[src/rtl/bank_rc_sched.sv]
module bank_rc_sched #(
  parameter int NUM_BANKS        = 8,
  parameter int RC_W             = 4,
  parameter int RETENTION_CYCLES = 6400000,
  parameter int REFS_PER_BANK    = 8192
) (
  input  logic                         clk,
  input  logic                         rst_n,
  input  logic [RC_W-1:0]              rc_len,
  input  logic                         req_valid,
  input  logic                         req_write,
  input  logic [$clog2(NUM_BANKS)-1:0] req_bank,
  output logic                         req_ready,
  output logic                         cmd_valid,
  output logic                         cmd_refresh,
  output logic                         cmd_write,
  output logic [$clog2(NUM_BANKS)-1:0] cmd_bank
);
  localparam int BANK_W  = $clog2(NUM_BANKS);
  localparam int REF_GAP = RETENTION_CYCLES / (REFS_PER_BANK * NUM_BANKS);
  localparam int GAP_W   = $clog2(REF_GAP + 1);

  logic [RC_W-1:0]      rc_cnt [NUM_BANKS];
  logic [NUM_BANKS-1:0] busy;
  logic [GAP_W-1:0]     gap_cnt;
  logic                 ref_pend;
  logic [BANK_W-1:0]    ref_ptr;

  logic              gap_tick, ref_go, user_go, grant_any;
  logic [BANK_W-1:0] grant_bank;
  logic [RC_W-1:0]   rc_load;

  assign gap_tick   = (gap_cnt == GAP_W'(REF_GAP - 1));
  assign ref_go     = ref_pend && !busy[ref_ptr];
  assign user_go    = req_valid && !busy[req_bank] && !ref_go;
  assign req_ready  = user_go;
  assign grant_any  = ref_go || user_go;
  assign grant_bank = ref_go ? ref_ptr : req_bank;
  assign rc_load    = (rc_len == '0) ? '0 : rc_len - 1'b1;

  for (genvar b = 0; b < NUM_BANKS; b++) begin : g_bank
    always_ff @(posedge clk or negedge rst_n) begin
      if (!rst_n)
        rc_cnt[b] <= '0;
      else if (grant_any && grant_bank == BANK_W'(b))
        rc_cnt[b] <= rc_load;
      else if (rc_cnt[b] != '0)
        rc_cnt[b] <= rc_cnt[b] - 1'b1;
    end
    assign busy[b] = (rc_cnt[b] != '0);
  end

  always_ff @(posedge clk or negedge rst_n) begin
    if (!rst_n) begin
      gap_cnt  <= '0;
      ref_pend <= 1'b0;
      ref_ptr  <= '0;
    end else begin
      gap_cnt  <= gap_tick ? '0 : gap_cnt + 1'b1;
      ref_pend <= (ref_pend && !ref_go) || gap_tick;
      if (ref_go)
        ref_ptr <= (ref_ptr == BANK_W'(NUM_BANKS - 1)) ? '0 : ref_ptr + 1'b1;
    end
  end

  always_ff @(posedge clk or negedge rst_n) begin
    if (!rst_n) begin
      cmd_valid   <= 1'b0;
      cmd_refresh <= 1'b0;
      cmd_write   <= 1'b0;
      cmd_bank    <= '0;
    end else begin
      cmd_valid   <= grant_any;
      cmd_refresh <= ref_go;
      cmd_write   <= user_go && req_write;
      cmd_bank    <= grant_bank;
    end
  end
endmodule

[config.mk]
export PLATFORM = sky130hd
export DESIGN_NAME = bank_rc_sched
export DESIGN_NICKNAME = d
export VERILOG_FILES = /design/src/rtl/bank_rc_sched.sv
export SDC_FILE = /design/constraint.sdc
export NUM_CORES = 1
export LEC_CHECK = 0
export BUFFER_PORTS_ARGS = -buffer_cell sky130_fd_sc_hd__buf_2
export CORE_MARGIN = 4
export CORE_UTILIZATION = 45
export CTS_BUF_LIST = sky130_fd_sc_hd__clkbuf_2
export DETAILED_ROUTE_END_ITERATION = 7
export GPL_ROUTABILITY_DRIVEN = 0
export PLACE_DENSITY = 0.72
export SYNTH_ARGS = -nofsm -noshare
export SYNTH_HDL_FRONTEND = slang
export SYNTH_SLANG_ARGS = --single-unit
[constraint.sdc]
create_clock -name clk -period 2.45 [get_ports clk]
set_input_delay 0.1225 -clock clk [delete_from_list [all_inputs] [get_ports clk]]
set_output_delay 0.1225 -clock clk [all_outputs]
set_load 0.03 [all_outputs]
## After elaboration in Yosys (flattened, before gate mapping)

Index checks and enable logic that the tools add are counted.

| word-level totals | value |
|---|---|
| register bits | 49 |
| input bits | 11 |
| word-level logic and storage cells | 97 |

| operators by class | value |
|---|---|
| add/subtract/negate cells | 11 |
| $lt $le $gt $ge | 2 |
| equal/unequal tests | 9 |
| muxes and demuxes | 24 |
| reduce and logical (&&, ||, !) cells | 36 |

Operator list:

| cell | count |
|---|---|
| $mux W4 | 17 |
| $sub A4 B1 Y4 const B | 9 |
| $reduce_bool A4 Y1 | 8 |
| $reduce_bool A2 Y1 | 8 |
| $eq A3 B3 Y1 const B | 5 |
| $logic_and A1 B1 Y1 | 13 |
| $lt A3 B4 Y1 const B | 2 |
| $add A7 B1 Y7 const B | 1 |
| $eq A7 B7 Y1 const B | 1 |
| $mux W7 | 1 |
| $bmux W1 S3 | 2 |
| $eq A3 B2 Y1 const B | 2 |
| $mux W3 | 2 |
| $logic_not A4 Y1 | 1 |
| $add A3 B1 Y3 const B | 1 |
| $eq A3 B1 Y1 const B | 1 |
| $logic_not A1 Y1 | 3 |
| $logic_not A3 Y1 | 1 |
| $logic_or A1 B1 Y1 | 2 |
| $mux W1 | 2 |

## Logic depth before layout (Yosys ltp)

Gate-level depths: netlist (run 1).

| logic depth | value |
|---|---|
| depth after elaboration | 10 |
| depth in mapped cells | 10 |
| depth with buffers taken out | 9 |

## Worst setup path after synthesis (run 1)

OpenSTA, ideal clock, no wires.

| timing path | value |
|---|---|
| kind | reg-to-output |
| start | register rc_cnt[4] in the netlist's numbering |
| end | output req_ready |
| data arrival time | 2217 ps |
| stages on the path, launching flop included | 10 |
| slack | 110 ps |
| cell sequence | dfrtp_1 > inv_1 > ha_1 > nor3b_1 > a211o_1 > and3_1 > buf_6 > nor2_1 > inv_2 > nor2_1 |

| on the way | value |
|---|---|
| cells in the longest elaborated chain, start to end | 7 |
| elaborated cells on any way between the ends | 11 |
| classes of those cells | mux: 4; reduce/logical: 7 |

Ends and longest elaborated chain:

| what | RTL line | source |
|---|---|---|
| start: declaration | 23 | `logic [RC_W-1:0] rc_cnt [NUM_BANKS];` |
| start signal: indexed assignment | 46 | `rc_cnt[b] <= rc_load;` |
| start signal: indexed assignment | 48 | `rc_cnt[b] <= rc_cnt[b] - 1'b1;` |
| $reduce_bool A4 Y1 | 50 | `assign busy[b] = (rc_cnt[b] != '0);` |
| $bmux W1 S3 | 34 | `assign ref_go = ref_pend && !busy[ref_ptr];` |
| $mux W1 (not written as such) | 34 |  |
| $logic_not A1 Y1 | 34 |  |
| $logic_and A1 B1 Y1 | 34 |  |
| via ref_go | 29 | `logic gap_tick, ref_go, user_go, grant_any;` |
| $logic_not A1 Y1 | 35 | `assign user_go = req_valid && !busy[req_bank] && !ref_go;` |
| $logic_and A1 B1 Y1 | 35 |  |
| end: declaration | 13 | `output logic req_ready,` |

The timed path passes the listed nets, and every way through them passes these cells. The select of a mux whose other input is x is not followed.

## Final worst setup path (run 1)

| timing path | value |
|---|---|
| start | register rc_cnt[29] in the netlist's numbering |
| end | output req_ready |

| on the way | value |
|---|---|
| cells in the longest elaborated chain, start to end | 7 |
| elaborated cells on any way between the ends | 11 |
| classes of those cells | mux: 4; reduce/logical: 7 |

Ends and longest elaborated chain:

| what | RTL line |
|---|---|
| $reduce_bool A4 Y1 * | 50 |
| $bmux W1 S3 | 34 |
| $mux W1 (not written as such) | 34 |
| $logic_not A1 Y1 | 34 |
| $logic_and A1 B1 Y1 | 34 |
| $logic_not A1 Y1 | 35 |
| $logic_and A1 B1 Y1 * | 35 |

Every way passes the cells marked *; elsewhere a longest branch is shown, timed or not. The select of a mux whose other input is x is not followed.

==> results of run 1 <==
power breakdown:
part,total [W],internal [W],switching [W]
combinational,0.00210,0.00111,0.000991
clock,0.000551,0.000278,0.000273
sequential,0.00133,0.00110,0.000238
cell families (layout without fill, tap and decap cells):
| group | Yosys count | after routing | synth area share |
|---|---|---|---|
| flops | 49 | 49 | 0.392 |
| simple gates | 114 | 114 | 0.209 |
| xor+xnor | 15 | 15 | 0.0420 |
| compound gates | 67 | 67 | 0.162 |
| buf+inv | 34 | 106 | 0.0444 |
| mux | 22 | 22 | 0.0712 |
| fa+ha+maj | 20 | 20 | 0.0800 |
routing by layer:
| layer | GRT usage | share of wire | vias up |
|---|---|---|---|
| met5 | 0 | 0 | - |
| met4 | 0.0603 | 0.017 | 0 |
| met3 | 0.0307 | 0.041 | 12 |
| met2 | 0.294 | 0.50 | 53 |
| met1 | 0.216 | 0.44 | 1240 |
| li1 | - | - | 1291 |
cells in the final DEF, fill, tap and decap left out, drive strengths merged, types with 2 or more instances in the layout:
master and count:
a211o 3, a21o 2, a21oi 20, a31o 2, a31oi 2, and2 3, and3 2, buf 67
bufinv 2, clkbuf 5, dfrtp 49, dlygate4sd3 3, ha 20, inv 29, mux2 2, mux2i 20
nand2 16, nand2b 9, nand3 19, nand3b 2, nand4b 2, nor2 22, nor3 14, nor3b 9
nor4b 2, nor4bb 2, o21a 3, o21ai 16, o221ai 6, o22ai 4, o31ai 2, or2 4
or3 3, or3b 2, xnor2 13, xor2 2
how the worst max path moves through the flow:
stage,endpoint,cells past startpoint,slack (ns),start
finish,req_ready,10,-0.05,rc_cnt[29]$_DFFE_PN0P_
global placement,rc_cnt[2]$_DFFE_PN0P_,8,0.06,rc_cnt[28]$_DFFE_PN0P_
CTS,req_ready,10,0.002,rc_cnt[24]$_DFFE_PN0P_
global route,req_ready,10,-0.19,rc_cnt[29]$_DFFE_PN0P_
detailed placement,rc_cnt[2]$_DFFE_PN0P_,8,-0.01,rc_cnt[28]$_DFFE_PN0P_
floorplan,req_ready,9,0.11,rc_cnt[4]$_DFFE_PN0P_
timing repair:
action | CTS | global route
pin swaps | 4 | 14
hold buffers | 3 | 0
endpoints found under the hold margin | 51 | 0
gates resized for setup | 25 | 38
endpoints found under the setup margin | 10 | 25
setup buffers | 9 | 18
state kept, by name (all words and copies together) (netlist names):
register / cells
cmd_write: 1
cmd_valid: 1
gap_cnt: 7
ref_ptr: 3
cmd_refresh: 1
ref_pend: 1
rc_cnt: 32
cmd_bank: 3
cell type report:
type	count	area, µm²
Clock buffer	5	25.0
Sequential cell	49	1230
Inverter	28	105
Multi-Input combinational cell	238	1990
Timing Repair Buffer	70	515
Clock inverter	3	68.8
Fill cell	556	2720
Tap cell	80	100
worst min-delay path, stage by stage:
cell,delay [ns]
buf_2,0.22
nand2_1,0.10
nand2_1,0.05
through the flow:
stage,std cells,util,cell area (µm²)
floorplan,321,-,3130
detailed placement,435,0.511,3450
global route,473,0.597,4030
finish,473,0.597,4030
CTS,455,0.553,3740
global placement,435,0.511,3450
==> reports/metrics.cfg, run 1 <==
[outcome]
status=finished with violations
violations=negative setup slack

[sta]
fin_crit_sh=1.02
finalHoldViolCount=0
fmax_mhz=400
setup_violations=6
grt_setup_unrepaired=true
finalWorstSetupSlack_ns=-0.0513
fin_setup_tns_ns=-0.103
worst_hold_slack_ns=0.0618
skew_ns=0.0191
relSlewSlack=0.590
slew_violations=0
tightest_slew_ns=0.614
finalCriticalPeriod_ns=2.50

[worst_setup_path]
worst-setup-path-type=flip-flop to output port
reg2regPathDepth=9
cp_cell_sequence=inv_2 > ha_4 > buf_6 > nor3b_4 > mux2i_1 > o21ai_2 > a311oi_2 > a211o_1 > nor2_2 > buf_6
start_kind=flip-flop
crit_path_frequent_cell=buf_6
timing.rr.end=rc_cnt[1]$_DFFE_PN0P_
crit_required_ns=2.33
cp.arrival_ns=2.38
crit_path_end_kind=output port
cpPeakStageDelay_ns=0.45
slowest_stage=dfrtp_1
r2r_start=rc_cnt[29]$_DFFE_PN0P_
cp_num_buf_inv=3
crit_family=compound AO/OA/AOI/OAI gates
critPathMaxFanout=3
ff2ff_setup_slack_ns=-0.02

[cts]
clock_tree.root_cell=clkbuf_2
cts_inserted_buffers=5
cts.sinks=49
clock_path_buffers=2
cts_tree=done
insertion_delay_ns=0.42
htreeDepth=2
clk_pin_slew_worst_paths_ns=0.26

[synthesis]
yosysWarnings=0
syn_area_mm2=0.00313
yosys-top-cells-count=dfrtp_1, inv_1, nor2_1, ha_1, mux2i_1
syn_inst=321
yosys.cell_types.count=57
ys_seq_elements=49
synth_area_per_cell_um2=9.74
ys_async_sr_fraction=1.00
ys_seq_area_frac=0.392
yosysMostFrequentCell=dfrtp_1
ys.flop_type=dfrtp_1
yosysTopAreaCellShare=0.392
syn-num-nets=352
synth-edff-count=0
yosysTopAreaCell=dfrtp_1
ys_top_cells_by_area=dfrtp_1, ha_1, mux2i_1, xnor2_1, inv_1

[job]
cap_violations=0

[routing]
wl_um=7460
via_count=2596
firstDrtPassIters=4
postRouteAntennaNets=0
wl_per_cell_um=15.8
drcViolationCount=0
drtIter0Drc=158
routed_via_density=5.49

[pwr]
worst_ir_drop_vdd_uv=835
p_total_w=0.00398
power_density_mw_per_mm2=987
leakage_nw=1.83

[global_routing]
grt_antenna_before_repair=0
grt_pass1_vias=2602
overflow=0
track_usage=0.172
grt_start_max_net_pins=50
grt_first_pass_wirelength_um=11700

[placed_design]
portBuffers=17
place_ws_ns=-0.0118
hpwl_um=4760

[finish]
syn_to_final_growth_pct=29.0
drive_gt1_frac=0.344
finalNetCount=423
num_antenna_cells=0

[floorplanning]
core_area_mm2=0.00676
die_area_mm2=0.00835
die_x_um=91.4
pin_count=18
num_rows=30
fp.dieH_um=91.4
start_util=0.463

[min_path]
hold_class=input pin to flip-flop
hp-start=req_bank[0]
hold-path-endpoint=cmd_bank[0]$_DFF_PN0_
whs_path_depth=3

Power figures use the tool's default switching activity.
==> inputs of run 2 (changes only) <==
--- a/config.mk
+++ b/config.mk
@@ -8,7 +8,7 @@
 export BUFFER_PORTS_ARGS = -buffer_cell sky130_fd_sc_hd__buf_2
 export CORE_MARGIN = 4
 export CORE_UTILIZATION = 45
-export CTS_BUF_LIST = sky130_fd_sc_hd__clkbuf_2
+export CTS_BUF_LIST = sky130_fd_sc_hd__clkbuf_8 sky130_fd_sc_hd__clkbuf_16
 export DETAILED_ROUTE_END_ITERATION = 7
 export GPL_ROUTABILITY_DRIVEN = 0
 export PLACE_DENSITY = 0.72
==> reports/metrics.cfg, run 2 (synthesis gave the netlist of run 1 again) <==
[worst_setup_path]
slowest_stage=or4_4
cp_cell_sequence=inv_1 > ha_4 > nor3b_2 > buf_4 > o221a_1 > and3_4 > or4_4 > a21oi_4 > mux2i_1
reg2regPathDepth=9  ; unchanged
r2r_start=rc_cnt[1]$_DFFE_PN0P_
cpPeakStageDelay_ns=0.51  ; +0.06 ns
crit_path_end_kind=flip-flop
ff2ff_setup_slack_ns=0.11  ; +0.13 ns
timing.rr.end=rc_cnt[13]$_DFFE_PN0P_
crit_required_ns=2.68  ; +0.35 ns
cp.arrival_ns=2.57  ; +0.19 ns
start_kind=flip-flop
worst-setup-path-type=flip-flop to flip-flop
critPathMaxFanout=6  ; +3

[sta]
skew_ns=0.00586  ; -0.0132 ns
grt_setup_unrepaired=true
finalCriticalPeriod_ns=2.34  ; -0.158 ns
fin_crit_sh=0.956  ; -0.0645
finalWorstSetupSlack_ns=0.107  ; +0.158 ns
finalHoldViolCount=0  ; unchanged
slew_violations=0  ; unchanged
setup_violations=0  ; -6
relSlewSlack=0.591  ; about the same
tightest_slew_ns=0.614  ; -0.000120 ns
fmax_mhz=427  ; +6.7%

[cts]
clock_path_buffers=2  ; unchanged
clk_pin_slew_worst_paths_ns=0.09  ; -0.17 ns
insertion_delay_ns=0.30  ; -0.12 ns
cts_tree=done
htreeDepth=2  ; unchanged
cts.sinks=49  ; unchanged
cts_inserted_buffers=5  ; unchanged
clock_tree.root_cell=clkbuf_8

[pwr]
power_switching_share=0.367  ; -0.00987
combPwrFrac=0.477  ; -0.050
p_sw_w=0.00142  ; -5.4%
leakage_nw=1.72  ; -5.8%
p_int_w=0.00245  ; -1.3%
p_total_w=0.00387  ; -2.9%
worst_ir_drop_vdd_uv=584  ; -30%
seqPwrFrac=0.344  ; +0.009
p_clk_frac=0.179  ; +0.041
power_density_mw_per_mm2=1010  ; +2.5%

[finish]
num_antenna_cells=0  ; unchanged
drive_gt1_frac=0.273  ; -0.0708
multi_input_area_mm2=0.00190  ; -4.8%
regArea_mm2=0.00123  ; unchanged
final_cells=454  ; -4.0%
layout_common_cells=dfrtp_1, buf_4, inv_1
regMostFlops=rc_cnt
final_util=0.566  ; -0.0311
finalNetCount=404  ; -4.5%
largest_reg_flops=32  ; unchanged
fin_area_mm2=0.00382  ; -5.2%
syn_to_final_growth_pct=22.2
largestRegisters=rc_cnt x32, gap_cnt x7
final_common_cell=dfrtp_1
fill_cells=591  ; +6.3%

[global_routing]
grt_first_pass_wirelength_um=11200  ; -4.4%
overflow=0  ; unchanged
grt_antenna_before_repair=0  ; unchanged
grt_pass1_vias=2504  ; -3.8%
grt_start_max_net_pins=50  ; unchanged
track_usage=0.165  ; -0.00634

[floorplanning]
num_rows=30  ; unchanged
fp.dieH_um=91.4  ; unchanged
start_util=0.463  ; unchanged
die_x_um=91.4  ; unchanged
die_area_mm2=0.00835  ; unchanged
pin_count=18  ; unchanged
core_area_mm2=0.00676  ; unchanged

[placed_design]
dpl_cell_area_mm2=0.00345  ; unchanged
place_ws_ns=-0.0118  ; unchanged
portBuffers=17  ; unchanged
hpwl_um=4760  ; unchanged
placed_cells=435  ; unchanged

[routing]
drtIter0Drc=103  ; -35%
routed_via_density=5.54  ; +0.93%
wl_per_cell_um=15.0  ; -4.7%
drcViolationCount=0  ; unchanged
firstDrtPassIters=4  ; unchanged
wl_um=6820  ; -8.6%
via_count=2515  ; -3.1%
postRouteAntennaNets=0  ; unchanged

[min_path]
hold-path-endpoint=cmd_write$_DFF_PN0_
whs_path_depth=3  ; unchanged
hp-start=req_write
hold_class=input pin to flip-flop

[job]
cap_violations=0  ; unchanged

[outcome]
status=completed

run 2: layer usage:
layer	GRT usage	vias to the layer above	wire, µm
li1	-	1250	-
met1	0.211	1213	3170
met2	0.271	41	3320
met3	0.0381	11	204
met4	0.0641	0	132
met5	0	-	0
run 2: layout make-up:
cell class / count / area share
Timing Repair Buffer: 51 / 0.0933
Clock inverter: 3 / 0.0180
Tap cell: 80 / 0.0262
Multi-Input combinational cell: 238 / 0.496
Inverter: 28 / 0.0275
Sequential cell: 49 / 0.321
Clock buffer: 5 / 0.0180
run 2: repair_timing:
item,CTS,global route
hold buffers,1,0
setup endpoints to repair,4,33
pin swaps,1,11
endpoints found under the hold margin,49,0
setup buffers,1,9
gates resized for setup,6,31
run 2: stage by stage:
stage | hold slack [ns] | setup TNS (ns)
5_1_grt | 0.0248 | -0.0120
4_1_cts | 0.0331 | -0.0413
3_3_place_gp | 0.259 | 0
6_report | 0.0375 | 0
3_5_place_dp | 0.267 | -0.0118
2_1_floorplan | -0.173 | 0
run 2: worst max-delay path, delay by kind of cell, from the launching register on:
kind / cells / cell delay, ns
adders and majority gates: 1 / 0.19
buffers and inverters: 2 / 0.23
and+or+nand+nor: 3 / 0.89
muxes: 1 / 0.20
AOI/OAI and AO/OA: 2 / 0.42
DFF: 1 / 0.33
run 2: how the worst max path moves through the flow:
stage                                 startpoint                endpoint  cells past startpoint
final                      rc_cnt[1]$_DFFE_PN0P_  rc_cnt[13]$_DFFE_PN0P_                      9
after global routing      rc_cnt[28]$_DFFE_PN0P_               req_ready                     10
after CTS                  rc_cnt[1]$_DFFE_PN0P_               req_ready                     10
after detailed placement  rc_cnt[28]$_DFFE_PN0P_   rc_cnt[2]$_DFFE_PN0P_                      8
after global placement    rc_cnt[28]$_DFFE_PN0P_   rc_cnt[2]$_DFFE_PN0P_                      8
after floorplan            rc_cnt[4]$_DFFE_PN0P_               req_ready                      9
run 2: power by group through the flow:
stage	logic (W)	clock network (W)	registers, W
6_report	0.00185	0.000693	0.00133
5_1_grt	0.00210	0.000739	0.00138
4_1_cts	0.00165	0.000709	0.00130
3_5_place_dp	0.00163	0	0.00130
3_3_place_gp	0.00157	0	0.00130
2_1_floorplan	0.00121	0	0.00128
==> inputs of run 3 (changes only) <==
--- a/config.mk
+++ b/config.mk
@@ -12,6 +12,7 @@
 export DETAILED_ROUTE_END_ITERATION = 7
 export GPL_ROUTABILITY_DRIVEN = 0
 export PLACE_DENSITY = 0.72
+export REMOVE_ABC_BUFFERS = 1
 export SYNTH_ARGS = -nofsm -noshare
 export SYNTH_HDL_FRONTEND = slang
 export SYNTH_SLANG_ARGS = --single-unit
==> reports/metrics.cfg, run 3 (synthesis gave the netlist of run 1 again) <==
[finish]
fin_area_mm2=0.00380  ; -0.56%
fill_cells=572  ; -3.2%
largest_reg_flops=32  ; unchanged
finalNetCount=406  ; +0.50%
final_cells=456  ; +0.44%
final_common_cell=dfrtp_1
largestRegisters=rc_cnt x32, gap_cnt x7
layout_common_cells=dfrtp_1, buf_4, inv_1
drive_gt1_frac=0.277  ; +0.00387
regMostFlops=rc_cnt
syn_to_final_growth_pct=21.6
num_antenna_cells=0  ; unchanged

[cts]
clk_pin_slew_worst_paths_ns=0.08  ; about the same
cts_tree=done
insertion_delay_ns=0.31  ; about the same
clock_tree.root_cell=clkbuf_8
cts.sinks=49  ; unchanged
htreeDepth=2  ; unchanged
cts_inserted_buffers=5  ; unchanged
clock_path_buffers=2  ; unchanged

[global_routing]
grt_antenna_before_repair=0  ; unchanged
grt_start_max_net_pins=29  ; -42%
grt_first_pass_wirelength_um=11500  ; +2.6%
grt_pass1_vias=2379  ; -5.0%
overflow=0  ; unchanged
track_usage=0.173  ; +0.00777

[pwr]
p_int_w=0.00232  ; -5.1%
p_sw_w=0.00145  ; +2.2%
power_density_mw_per_mm2=992  ; -1.9%
power_switching_share=0.385  ; +0.0174
p_clk_frac=0.139  ; -0.040
leakage_nw=1.72  ; -0.11%
worst_ir_drop_vdd_uv=549  ; -6.1%
combPwrFrac=0.505  ; +0.028
seqPwrFrac=0.356  ; +0.012

[routing]
wl_per_cell_um=15.8  ; +5.0%
routed_via_density=5.59  ; +0.99%
drtIter0Drc=144  ; +40%
firstDrtPassIters=4  ; unchanged
postRouteAntennaNets=0  ; unchanged
via_count=2551  ; +1.4%
wl_um=7200  ; +5.5%
drcViolationCount=0  ; unchanged

[worst_setup_path]
start_kind=flip-flop
timing.rr.end=rc_cnt[0]$_DFFE_PN0P_
r2r_start=rc_cnt[28]$_DFFE_PN0P_
cp_cell_sequence=inv_2 > ha_4 > or3b_4 > a31o_4 > a211o_4 > a31oi_4 > o21bai_2 > mux2i_1
slowest_stage=dfrtp_1
ff2ff_setup_slack_ns=0.07  ; -0.04 ns
crit_path_end_kind=flip-flop
reg2regPathDepth=8  ; -1
worst-setup-path-type=flip-flop to flip-flop
crit_required_ns=2.68  ; about the same
critPathMaxFanout=8  ; +2
cpPeakStageDelay_ns=0.40  ; -0.11 ns
cp.arrival_ns=2.62  ; +0.05 ns

[floorplanning]
start_util=0.463  ; unchanged
die_area_mm2=0.00835  ; unchanged
pin_count=18  ; unchanged
num_rows=30  ; unchanged
core_area_mm2=0.00676  ; unchanged
fp.dieH_um=91.4  ; unchanged
die_x_um=91.4  ; unchanged

[job]
cap_violations=0  ; unchanged

[min_path]
hp-start=req_write
whs_path_depth=3  ; unchanged
hold-path-endpoint=cmd_write$_DFF_PN0_
hold_class=input pin to flip-flop

[sta]
slew_violations=0  ; unchanged
skew_ns=0.00575  ; -0.000103 ns
relSlewSlack=0.433  ; -0.158
setup_violations=0  ; unchanged
finalCriticalPeriod_ns=2.38  ; +0.0413 ns
tightest_slew_ns=0.851  ; +0.236 ns
fin_setup_tns_ns=0  ; unchanged
fin_crit_sh=0.973  ; +0.0169
finalHoldViolCount=0  ; unchanged
fmax_mhz=419  ; -1.7%
grt_setup_unrepaired=true

[placed_design]
portBuffers=17  ; unchanged
placed_cells=433  ; -0.46%
dpl_cell_area_mm2=0.00344  ; -0.43%
hpwl_um=5130  ; +7.7%

[outcome]
status=completed

## run 3: cell count changes in the layout (fill, tap and decap cells not counted), moves of 2 or more
cell and change:
nor3b_2 -4, clkbuf_8 +2, nor3b_4 +2, nor4b_2 -2
ha_2 +2, bufinv_16 -2, nor3b_1 +2, buf_4 +2
## run 3: what timing repair did
| item | in CTS | in global routing |
|---|---|---|
| hold buffers | 1 | 0 |
| gates resized for setup | 9 | 28 |
| endpoints found under the hold margin | 21 | 0 |
| endpoints found under the setup margin | 9 | 33 |
| setup buffers | 3 | 11 |
| pin swaps | 3 | 12 |
| gates cloned | 0 | 0 |
## run 3: final cells by class
cell class              count  area (µm²)  area share
clock buffers               7        96.3      0.0253
clock inverters             1        5.00     0.00132
inverters                  28         105      0.0276
flip-flops and latches     49        1230       0.322
well taps                  80         100      0.0263
multi-input cells         238        1900       0.499
repair buffers             53         372      0.0977
## run 3: power by group through the flow
stage	combinational (W)	clock, W	sequential, W
finish	0.00190	0.000524	0.00134
floorplan	0.00121	0	0.00128
detailed placement	0.00165	0	0.00131
CTS	0.00169	0.000536	0.00130
global placement	0.00159	0	0.00130
global route	0.00214	0.000571	0.00138
## run 3: worst max-delay path: cells and delay by family, from the launching register on
kind | cells | cell delay (ns)
DFF | 1 | 0.40
and+or+nand+nor | 1 | 0.40
adders and majority gates | 1 | 0.13
AOI/OAI and AO/OA | 4 | 1.06
buffers and inverters | 1 | 0.10
muxes | 1 | 0.21
## run 3: per-stage QoR
stage / total power (W) / hold slack [ns] / worst slack (ns) / util
6_report: 0.00377 / 0.0310 / 0.0653 / 0.563
5_1_grt: 0.00409 / 0.0290 / -0.0313 / 0.563
4_1_cts: 0.00353 / 0.0242 / 0.00719 / 0.533
3_5_place_dp: 0.00297 / 0.123 / -0.0502 / 0.509
3_3_place_gp: 0.00289 / 0.122 / 0.00705 / 0.509
2_1_floorplan: 0.00249 / -0.173 / 0.121 / -
## run 3: per-layer routing
layer / up-vias / track usage / wire, µm
li1: 1254 / - / -
met1: 1245 / 0.214 / 3110
met2: 45 / 0.302 / 3770
met3: 7 / 0.0381 / 240
met4: 0 / 0.0477 / 74
met5: - / 0 / 0
## run 3: how the worst max path moves through the flow
| stage | cells after the start | slack, ns | endpoint | start |
|---|---|---|---|---|
| final | 8 | 0.07 | rc_cnt[0]$_DFFE_PN0P_ | rc_cnt[28]$_DFFE_PN0P_ |
| after global routing | 9 | -0.03 | rc_cnt[21]$_DFFE_PN0P_ | rc_cnt[17]$_DFFE_PN0P_ |
| after CTS | 9 | 0.007 | rc_cnt[5]$_DFFE_PN0P_ | rc_cnt[28]$_DFFE_PN0P_ |
| after detailed placement | 8 | -0.05 | rc_cnt[17]$_DFFE_PN0P_ | rc_cnt[5]$_DFFE_PN0P_ |
| after global placement | 8 | 0.007 | rc_cnt[18]$_DFFE_PN0P_ | rc_cnt[5]$_DFFE_PN0P_ |
| after floorplan | 8 | 0.12 | rc_cnt[16]$_DFFE_PN0P_ | rc_cnt[4]$_DFFE_PN0P_ |
